### config.mk
export PLATFORM = sky130hd
export DESIGN_NAME = adc_split_reader
export DESIGN_NICKNAME = d
export VERILOG_FILES = /design/src/rtl/adc_split_pkg.sv /design/src/rtl/adc_sync.sv /design/src/rtl/adc_sclk_burst.sv /design/src/rtl/adc_split_reader.sv
export SDC_FILE = /design/constraint.sdc
export NUM_CORES = 1
export LEC_CHECK = 0
export BUFFER_PORTS_ARGS = -buffer_cell sky130_fd_sc_hd__buf_2
export CAP_MARGIN = 20
export CORE_ASPECT_RATIO = 0.9
export CORE_MARGIN = 2
export CORE_UTILIZATION = 24
export DETAILED_ROUTE_END_ITERATION = 7
export GPL_TIMING_DRIVEN = 0
export PLACE_DENSITY = 0.39
export RECOVER_POWER = 25
export SLEW_MARGIN = 0
export SYNTH_ARGS = -nofsm -noshare
export SYNTH_HDL_FRONTEND = slang
export SYNTH_HIERARCHICAL = 1
export SYNTH_SLANG_ARGS = --single-unit
### constraint.sdc
create_clock -name clk_i -period 7.2 [get_ports clk_i]
set_input_delay 1.44 -clock clk_i [delete_from_list [all_inputs] [get_ports clk_i]]
set_output_delay 1.44 -clock clk_i [all_outputs]
set_load 0.02 [all_outputs]
### src/rtl/adc_split_pkg.sv
`timescale 1ns/1ps
package adc_split_pkg;
  typedef enum logic [2:0] {
    ST_IDLE,
    ST_CONV,
    ST_GAP,
    ST_RD2,
    ST_WAITB,
    ST_RD1
  } rd_state_t;
endpackage

### src/rtl/adc_sync.sv
`timescale 1ns/1ps
module adc_sync #(
  parameter int   STAGES  = 2,
  parameter logic RST_VAL = 1'b0
) (
  input  logic clk_i,
  input  logic rst_ni,
  input  logic d_i,
  output logic q_o
);
  logic [STAGES-1:0] ff_q;

  always_ff @(posedge clk_i or negedge rst_ni) begin
    if (!rst_ni) ff_q <= {STAGES{RST_VAL}};
    else         ff_q <= {ff_q[STAGES-2:0], d_i};
  end

  assign q_o = ff_q[STAGES-1];
endmodule

### src/rtl/adc_sclk_burst.sv
`timescale 1ns/1ps
module adc_sclk_burst #(
  parameter int DIV_W = 8,
  parameter int BIT_W = 4
) (
  input  logic             clk_i,
  input  logic             rst_ni,
  input  logic             start_i,
  input  logic [BIT_W-1:0] nbits_i,
  input  logic [DIV_W-1:0] half_i,
  output logic             sclk_o,
  output logic             fall_o,
  output logic             done_o
);
  logic             act_q, sclk_q;
  logic [DIV_W-1:0] hcnt_q;
  logic [BIT_W-1:0] bcnt_q;
  logic             turn;

  assign turn   = act_q && (hcnt_q == half_i);
  assign fall_o = turn && sclk_q;
  assign done_o = fall_o && (bcnt_q == nbits_i - BIT_W'(1));
  assign sclk_o = sclk_q;

  // each burst opens with a low half so data and select settle first
  always_ff @(posedge clk_i or negedge rst_ni) begin
    if (!rst_ni) begin
      act_q  <= 1'b0;
      sclk_q <= 1'b0;
      hcnt_q <= '0;
      bcnt_q <= '0;
    end else if (start_i) begin
      act_q  <= 1'b1;
      sclk_q <= 1'b0;
      hcnt_q <= '0;
      bcnt_q <= '0;
    end else if (turn) begin
      hcnt_q <= '0;
      sclk_q <= ~sclk_q;
      if (sclk_q) begin
        bcnt_q <= bcnt_q + BIT_W'(1);
        if (done_o) act_q <= 1'b0;
      end
    end else if (act_q) begin
      hcnt_q <= hcnt_q + DIV_W'(1);
    end
  end
endmodule

### src/rtl/adc_split_reader.sv
`timescale 1ns/1ps
module adc_split_reader
  import adc_split_pkg::*;
#(
  parameter int DATA_W       = 12,
  parameter int FIRST_BITS   = 8,
  parameter int PER_W        = 16,
  parameter int DIV_W        = 8,
  parameter int TAG_W        = 4,
  parameter int CONV_LOW_CYC = 13,
  parameter int SCLK_GAP_CYC = 16,
  parameter int TIMEOUT_CYC  = 3000,
  parameter int SYNC_STAGES  = 2
) (
  input  logic              clk_i,
  input  logic              rst_ni,
  input  logic              en_i,
  input  logic [PER_W-1:0]  period_i,
  input  logic [DIV_W-1:0]  div_i,
  output logic              conv_n_o,
  output logic              cs_n_o,
  output logic              sclk_o,
  input  logic              busy_i,
  input  logic              sdata_i,
  output logic              rd_valid_o,
  output logic [DATA_W-1:0] rd_data_o,
  output logic [TAG_W-1:0]  rd_tag_o,
  output logic              err_o
);
  localparam int SECOND_BITS = DATA_W - FIRST_BITS;
  localparam int BIT_W       = $clog2(DATA_W + 1);
  localparam int TO_W        = $clog2(TIMEOUT_CYC + 1);
  localparam int PH_W        = $clog2(SCLK_GAP_CYC + 1);

  rd_state_t         state_q;
  logic [PER_W-1:0]  per_q;
  logic [PH_W-1:0]   ph_q;
  logic [TO_W-1:0]   to_q;
  logic              pend_q, err_q, vld_q;
  logic [TAG_W-1:0]  tag_cnt_q, cur_tag_q, h_tag_q, rd_tag_q;
  logic [DATA_W-1:0] sh_q, data_q;
  logic              busy_s, busy_q, busy_rise;
  logic              per_done, gap_end, burst_go;
  logic              smp, bdone;
  logic [BIT_W-1:0]  nbits;

  adc_sync #(.STAGES(SYNC_STAGES), .RST_VAL(1'b1)) u_busy_sync (
    .clk_i (clk_i),
    .rst_ni(rst_ni),
    .d_i   (busy_i),
    .q_o   (busy_s)
  );

  always_ff @(posedge clk_i or negedge rst_ni) begin
    if (!rst_ni) busy_q <= 1'b1;
    else         busy_q <= busy_s;
  end

  assign busy_rise = busy_s && !busy_q;
  assign per_done  = ({1'b0, per_q} + (PER_W+1)'(1)) >= {1'b0, period_i};
  assign gap_end   = (state_q == ST_GAP) && (ph_q == PH_W'(SCLK_GAP_CYC - 1));
  assign burst_go  = (gap_end && pend_q) || ((state_q == ST_WAITB) && busy_rise);
  assign nbits     = (state_q == ST_RD2) ? BIT_W'(SECOND_BITS) : BIT_W'(FIRST_BITS);

  adc_sclk_burst #(.DIV_W(DIV_W), .BIT_W(BIT_W)) u_burst (
    .clk_i  (clk_i),
    .rst_ni (rst_ni),
    .start_i(burst_go),
    .nbits_i(nbits),
    .half_i (div_i),
    .sclk_o (sclk_o),
    .fall_o (smp),
    .done_o (bdone)
  );

  always_ff @(posedge clk_i or negedge rst_ni) begin
    if (!rst_ni) begin
      state_q   <= ST_IDLE;
      per_q     <= '1;
      ph_q      <= '0;
      to_q      <= '0;
      pend_q    <= 1'b0;
      err_q     <= 1'b0;
      vld_q     <= 1'b0;
      tag_cnt_q <= '0;
      cur_tag_q <= '0;
      h_tag_q   <= '0;
      rd_tag_q  <= '0;
      sh_q      <= '0;
      data_q    <= '0;
    end else begin
      vld_q <= 1'b0;
      if (per_q != '1) per_q <= per_q + PER_W'(1);
      if (to_q != '1)  to_q  <= to_q + TO_W'(1);
      if (smp) sh_q <= {sh_q[DATA_W-2:0], sdata_i};
      unique case (state_q)
        ST_IDLE: if (en_i && per_done) begin
          state_q   <= ST_CONV;
          per_q     <= '0;
          ph_q      <= '0;
          to_q      <= '0;
          cur_tag_q <= tag_cnt_q;
          tag_cnt_q <= tag_cnt_q + TAG_W'(1);
        end
        ST_CONV: begin
          ph_q <= ph_q + PH_W'(1);
          if (ph_q == PH_W'(CONV_LOW_CYC - 1)) state_q <= ST_GAP;
        end
        ST_GAP: begin
          ph_q <= ph_q + PH_W'(1);
          if (gap_end) state_q <= pend_q ? ST_RD2 : ST_WAITB;
        end
        ST_RD2: if (bdone) begin
          vld_q    <= 1'b1;
          data_q   <= {sh_q[DATA_W-2:0], sdata_i};
          rd_tag_q <= h_tag_q;
          pend_q   <= 1'b0;
          state_q  <= ST_WAITB;
        end
        ST_WAITB: begin
          if (busy_rise) begin
            state_q <= ST_RD1;
            err_q   <= 1'b0;
            h_tag_q <= cur_tag_q;
          end else if (to_q >= TO_W'(TIMEOUT_CYC - 1)) begin
            state_q <= ST_IDLE;
            err_q   <= 1'b1;
            pend_q  <= 1'b0;
          end
        end
        ST_RD1: if (bdone) begin
          pend_q  <= 1'b1;
          state_q <= ST_IDLE;
        end
        default: state_q <= ST_IDLE;
      endcase
    end
  end

  assign conv_n_o   = (state_q != ST_CONV);
  assign cs_n_o     = !((state_q == ST_RD1) || (state_q == ST_RD2));
  assign rd_valid_o = vld_q;
  assign rd_data_o  = data_q;
  assign rd_tag_o   = rd_tag_q;
  assign err_o      = err_q;
endmodule

Word-level counts from Yosys, hierarchy flattened
Cells that the tools add are included.

Multiply operators: 0. Magnitude comparators: 2. Muxes and demuxes: 38. Eq/ne operators: 20. Divide/modulo/power cells: 0. $add $sub $neg: 8. Bitwise operators: 1. Reductions and logical operators: 30. Shift operators: 0.

Operators by type and width (number): 16-bit two-way mux (3); 12-bit two-way mux (3); 3-bit two-way mux (8); 8-bit two-way mux (3); 3-bit case mux with 6 select lines (1); 16-bit by 1-bit adder with 17-bit output, second input constant (1); 17-bit by 16-bit >= comparator with 1-bit output (1); 16-bit by 1-bit adder with 16-bit output, second input constant (1); 4-bit two-way mux (4); 16-bit inequality test, second input constant (1); 1-bit two-way mux (13); 12-bit by 1-bit adder with 12-bit output, second input constant (1); 12-bit >= comparator, second input constant (1); 12-bit inequality test, second input constant (1); 2-bit inequality test, second input constant (6); 2-bit AND reduction (6); 5-bit by 4-bit equality test with 1-bit output, second input constant (2); 5-bit case mux with 2 select lines (1); 2-bit nonzero test (5); 4-bit by 1-bit adder with 4-bit output, second input constant (2); 8-bit by 1-bit adder with 8-bit output, second input constant (1); 8-bit equality test (1); 1-bit logical AND (8); 3-bit by 2-bit equality test with 1-bit output, second input constant (2); other kinds (19) (23).

Bits in writable memories: 0. Memories: 0. Output and inout bits: 21. Word-level logic and storage cells: 118. ROM bits: 0. Bits in registers: 95. Latch bits: 0. Input bits: 29.

Depth between registers and ports, before layout
Depth in word-level cells: 9. Gate-level depth with buffers: 14. Depth with buffers taken out: 12.

Hierarchy
Netlist, hierarchy kept.

By module, submodules not included: adc_split_reader (area an instance 4174.0 um^2, instances 1, cells each 386, seq. area each 1998.2 um^2); adc_sclk_burst (area an instance 985.9 um^2, instances 1, cells each 98, seq. area each 350.3 um^2); adc_sync (area an instance 52.6 um^2, instances 1, cells each 2, seq. area each 52.6 um^2).

Worst setup path before layout
No wires, ideal clock.

Path kind: input to register. Start point: input port period_i[4]. End point: register cur_tag_q[0]. Data required time: 7.075 ns. Setup slack: 3.942 ns. Path buffers: 1. Data arrival time: 3.133 ns. Setup time: 0.125 ns. Stages: 9. Cell sequence: inv_1 ha_1 a21oi_1 o21ai_0 a2111oi_2 o211ai_1 and2_4 buf_6 mux2_4.

Cells in the longest elaborated chain, start to end: 3.

Ends and longest elaborated chain: start: declaration (RTL line adc_split_reader.sv:18) `input logic [PER_W-1:0] period_i,`; 17-bit by 16-bit >= comparator with 1-bit output (RTL line adc_split_reader.sv:60) `assign per_done = ({1'b0, per_q} + (PER_W+1)'(1)) >= {1'b0, period_i};`; 1-bit logical AND (RTL line adc_split_reader.sv:97) `ST_IDLE: if (en_i && per_done) begin`; 2-bit AND reduction (no line); end signal: assignment (RTL line adc_split_reader.sv:102) `cur_tag_q <= tag_cnt_q;`; end: declaration (RTL line adc_split_reader.sv:40) `logic [TAG_W-1:0] tag_cnt_q, cur_tag_q, h_tag_q, rd_tag_q;`.

No other way between the ends. A chain may end at the register's enable or synchronous reset.

Worst setup path in the final report
Start point: register per_q[0]. End point: register cur_tag_q[0].

Cells in the longest elaborated chain, start to end: 4.

Ends and longest elaborated chain: start: declaration (RTL line adc_split_reader.sv:36) `logic [PER_W-1:0] per_q;`; start signal: assignment (RTL line adc_split_reader.sv:93) `if (per_q != '1) per_q <= per_q + PER_W'(1);`; 16-bit by 1-bit adder with 17-bit output (RTL line adc_split_reader.sv:60); 17-bit by 16-bit >= comparator with 1-bit output (RTL line adc_split_reader.sv:60); 1-bit logical AND (RTL line adc_split_reader.sv:97); 2-bit AND reduction (no line).

No other way between the ends.

==> flow_summary.json <==
{
  "p_seq_frac": 0.424,
  "num-fill-cells": 2262,
  "worst_r2r_path_depth": 13,
  "cp.arrival_ns": 3.89,
  "r2r_setup_slack_ns": 3.54,
  "setup_viol": 0,
  "power_leakage_nw": 2.86,
  "drive_above_1_share": 0.263,
  "cts_tree": "built",
  "overflow": 0,
  "fmax_mhz": 273,
  "clk_pin_slew_ns": 0.07,
  "io_buffers": 49,
  "die_area_um2": 22900,
  "htree_num_levels": 3,
  "grt_pass1_vias": 3725,
  "cts_sinks": 95,
  "clkLatencyLatePin_ns": 0.35,
  "comb_power_share": 0.328,
  "die_x_um": 159,
  "skew_ns": 0.00667,
  "yosys-top-cells-area": "dfrtp_1 36%, dfstp_2 9.6%, mux2_2 6.9%",
  "ioPinCount": 50,
  "drt_iter0_drc": 160,
  "grt_max_degree": 56,
  "synth_top_cell_area_share": 0.365,
  "relSlewSlack": -0.679,
  "whs_ns": 0.364,
  "met1_usage": 0.142,
  "gp_congestion": 0.779,
  "path_cells": "ha_1 -> nand4_1 -> nor2_1 -> nand3_1 -> xnor2_1 -> ha_1 -> nand4_1 -> nor4_1 -> o311ai_0 -> o211ai_1 -> and2_4 -> buf_6 -> mux2_4",
  "cp.required_ns": 7.43,
  "core_um2": 21500,
  "postCtsHoldBufs": 0,
  "tightestPinTransition_ns": 2.52,
  "fin_setup_tns_ns": 0,
  "timing.rr.end": "cur_tag_q[0]$_DFFE_PN0P_",
  "r2r_start": "per_q[0]$_DFF_PN1_",
  "synth_seq_cells": 95,
  "cp-start-kind": "register",
  "cpPeakStageDelay_ns": 0.59,
  "synthArstFlopShare": 1.00,
  "synth_warnings": 6,
  "gr-max-usage-layer": "met2",
  "antennaDiodeCount": 0,
  "cts-resized-gates": 0,
  "max_cap_viol_count": 1,
  "min_period_ns": 3.66,
  "endpoint": "cur_tag_q[0]$_DFFE_PN0P_",
  "yosys.area.top_type": "dfrtp_1",
  "syn-cell-area_um2": 5210,
  "drt_wl_total_um": 11300,
  "ys.flop_type": "dfrtp_1",
  "violations": "capacitance limit, slew limit",
  "avgSynthCellArea_um2": 10.7,
  "fp-row-count": 51,
  "drtAntennaViolNets": 0,
  "crit_slowest_cell": "dfstp_2",
  "antenna_found_initial": 0,
  "drt_pass1_iterations": 4,
  "final_nets": 605,
  "hold_class": "reg -> reg",
  "p_clk_frac": 0.249,
  "crit_path_max_fanout": 10,
  "min_period_over_period": 0.508,
  "grt_pass1_wl_um": 19000,
  "vias": 3684,
  "drv_slew": 41,
  "intPower_mw": 1.19,
  "drc": 0,
  "grt_use_met2": 0.157,
  "yosysSeqAreaShare": 0.461,
  "synthCells": 486,
  "drt-wirelength-per-cell_um": 13.3,
  "ys_types": 64,
  "p_sw_frac": 0.378,
  "root_buffer": "clkbuf_16",
  "ir_drop_uv": 97.9,
  "cts_buffers": 9,
  "grt_use_total": 0.104,
  "cts_setup_buffers": 0,
  "critPathKind": "reg -> reg",
  "end_kind": "register",
  "hold_violations": 0,
  "synth_edf_count": 0,
  "critPathLaunch": "per_q[0]$_DFF_PN1_",
  "powerDensity_nw_per_um2": 310,
  "hpwl_um": 8260,
  "p_switching_mw": 0.722,
  "cts.path.max_buffers": 2,
  "rsz0062_at_grt": "no",
  "grt_util_met3": 0.0196,
  "status": "complete, but fails checks",
  "die_h_um": 144,
  "vias_per_cell": 4.35,
  "initial_core_util": 0.242,
  "syn_to_final_growth_pct": 18.0
}
==> routing by layer <==
layer,up-vias,part of all wire
met3,18,0.028
met2,48,0.43
met1,1783,0.52
met5,-,0
li1,1835,-
met4,0,0.027
==> cell type report <==
cell class | instances | area [um2] | share of cell area
flip-flops and latches | 95 | 2400 | 0.390
multi-input cells | 345 | 2600 | 0.423
well taps | 291 | 364 | 0.0592
clock inverters | 6 | 57.6 | 0.00936
repair buffers | 50 | 272 | 0.0442
inverters | 33 | 124 | 0.0201
clock buffers | 10 | 229 | 0.0372
plain buffers | 17 | 101 | 0.0165
==> registers in the layout (all words and copies together) (netlist names), 2 cells and up <==
name / flops
cur_tag_q: 4
u_busy_sync/ff_q: 2
state_q: 3
tag_cnt_q: 4
rd_data_o: 12
h_tag_q: 4
u_burst/hcnt_q: 8
sh_q: 11
per_q: 16
rd_tag_o: 4
to_q: 12
u_burst/bcnt_q: 4
ph_q: 5
==> synthesized netlist by cell type, drive strengths merged, types with 3 or more instances <==
master,count
nand2b,4
a31oi,8
mux2i,3
inv,33
nand3,20
dfstp,19
a211oi,5
clkbuf,9
a2bb2oi,8
and2,3
buf,8
o211ai,3
nor4,6
nor3,12
xor2,10
nand2,23
xnor2,35
nor2,59
and4,6
ha,25
nor2b,7
o21ai,15
a21oi,7
dfrtp,76
mux2,40
a21o,3
and3,5
nand4,9
==> layout by cell type, fill, tap and decap left out, drive strengths merged, types with 4 or more instances in the layout <==
cell	n
and4	6
ha	25
and3	5
nand2b	4
a2bb2oi	8
a31oi	8
mux2	40
o21ai	15
inv	38
a211oi	5
buf	57
a21oi	7
nor3	12
dfrtp	76
nand2	23
xnor2	35
nor2b	7
conb	5
nor4	6
nor2	59
dfstp	19
nand4	9
xor2	10
nand3	20
clkbuf	20
==> power groups by stage <==
stage / sequential (mW) / combinational (mW) / clock (mW)
after floorplan: 0.789 / 0.479 / 0
after global placement: 0.815 / 0.612 / 0
after detailed placement: 0.819 / 0.629 / 0
after CTS: 0.809 / 0.633 / 0.492
after global routing: 0.833 / 0.707 / 0.515
final: 0.808 / 0.625 / 0.475
==> cell families (layout without fill, tap and decap cells) <==
logic type,after synthesis,in the layout,share of synthesized area
flip-flops,95,95,0.461
other,1,5,0.000719
AO/OA/AOI/OAI,65,65,0.0922
AND/OR/NAND/NOR,161,161,0.160
buffers and inverters,50,116,0.0432
adder cells (fa/ha/maj),25,25,0.0600
XOR/XNOR,45,45,0.0835
multiplexers,44,44,0.100
==> worst min path at each step <==
stage	depth (start not counted)	to	startpoint
final	0	u_busy_sync/ff_q[1]$_DFF_PN1_	u_busy_sync/ff_q[0]$_DFF_PN1_
after global routing	0	u_busy_sync/ff_q[1]$_DFF_PN1_	u_busy_sync/ff_q[0]$_DFF_PN1_
after CTS	0	u_busy_sync/ff_q[1]$_DFF_PN1_	u_busy_sync/ff_q[0]$_DFF_PN1_
after detailed placement	0	u_busy_sync/ff_q[1]$_DFF_PN1_	u_busy_sync/ff_q[0]$_DFF_PN1_
after global placement	0	u_busy_sync/ff_q[1]$_DFF_PN1_	u_busy_sync/ff_q[0]$_DFF_PN1_
after floorplan	0	u_busy_sync/ff_q[1]$_DFF_PN1_	u_busy_sync/ff_q[0]$_DFF_PN1_
==> worst max-delay path: cells and delay by family (launching register included) <==
| family | cells | cell delay (ns) |
|---|---|---|
| compound gates | 2 | 0.35 |
| xor+xnor | 1 | 0.17 |
| fa+ha+maj | 2 | 0.54 |
| buf+inv | 1 | 0.17 |
| flops | 1 | 0.59 |
| mux | 1 | 0.31 |
| simple gates | 6 | 1.40 |
==> per-stage QoR <==
stage / area [um2] / setup slack (ns) / cells / util / power (mW)
2_1_floorplan: 5230 / 3.94 / 490 / - / 1.27
3_3_place_gp: 5840 / 3.41 / 830 / 0.271 / 1.43
3_5_place_dp: 5870 / 3.38 / 831 / 0.273 / 1.45
4_1_cts: 6150 / 3.53 / 847 / 0.286 / 1.93
5_1_grt: 6150 / 3.34 / 847 / 0.286 / 2.06
6_report: 6150 / 3.54 / 847 / 0.286 / 1.91
Note: power is estimated with default switching activity, not from simulation.
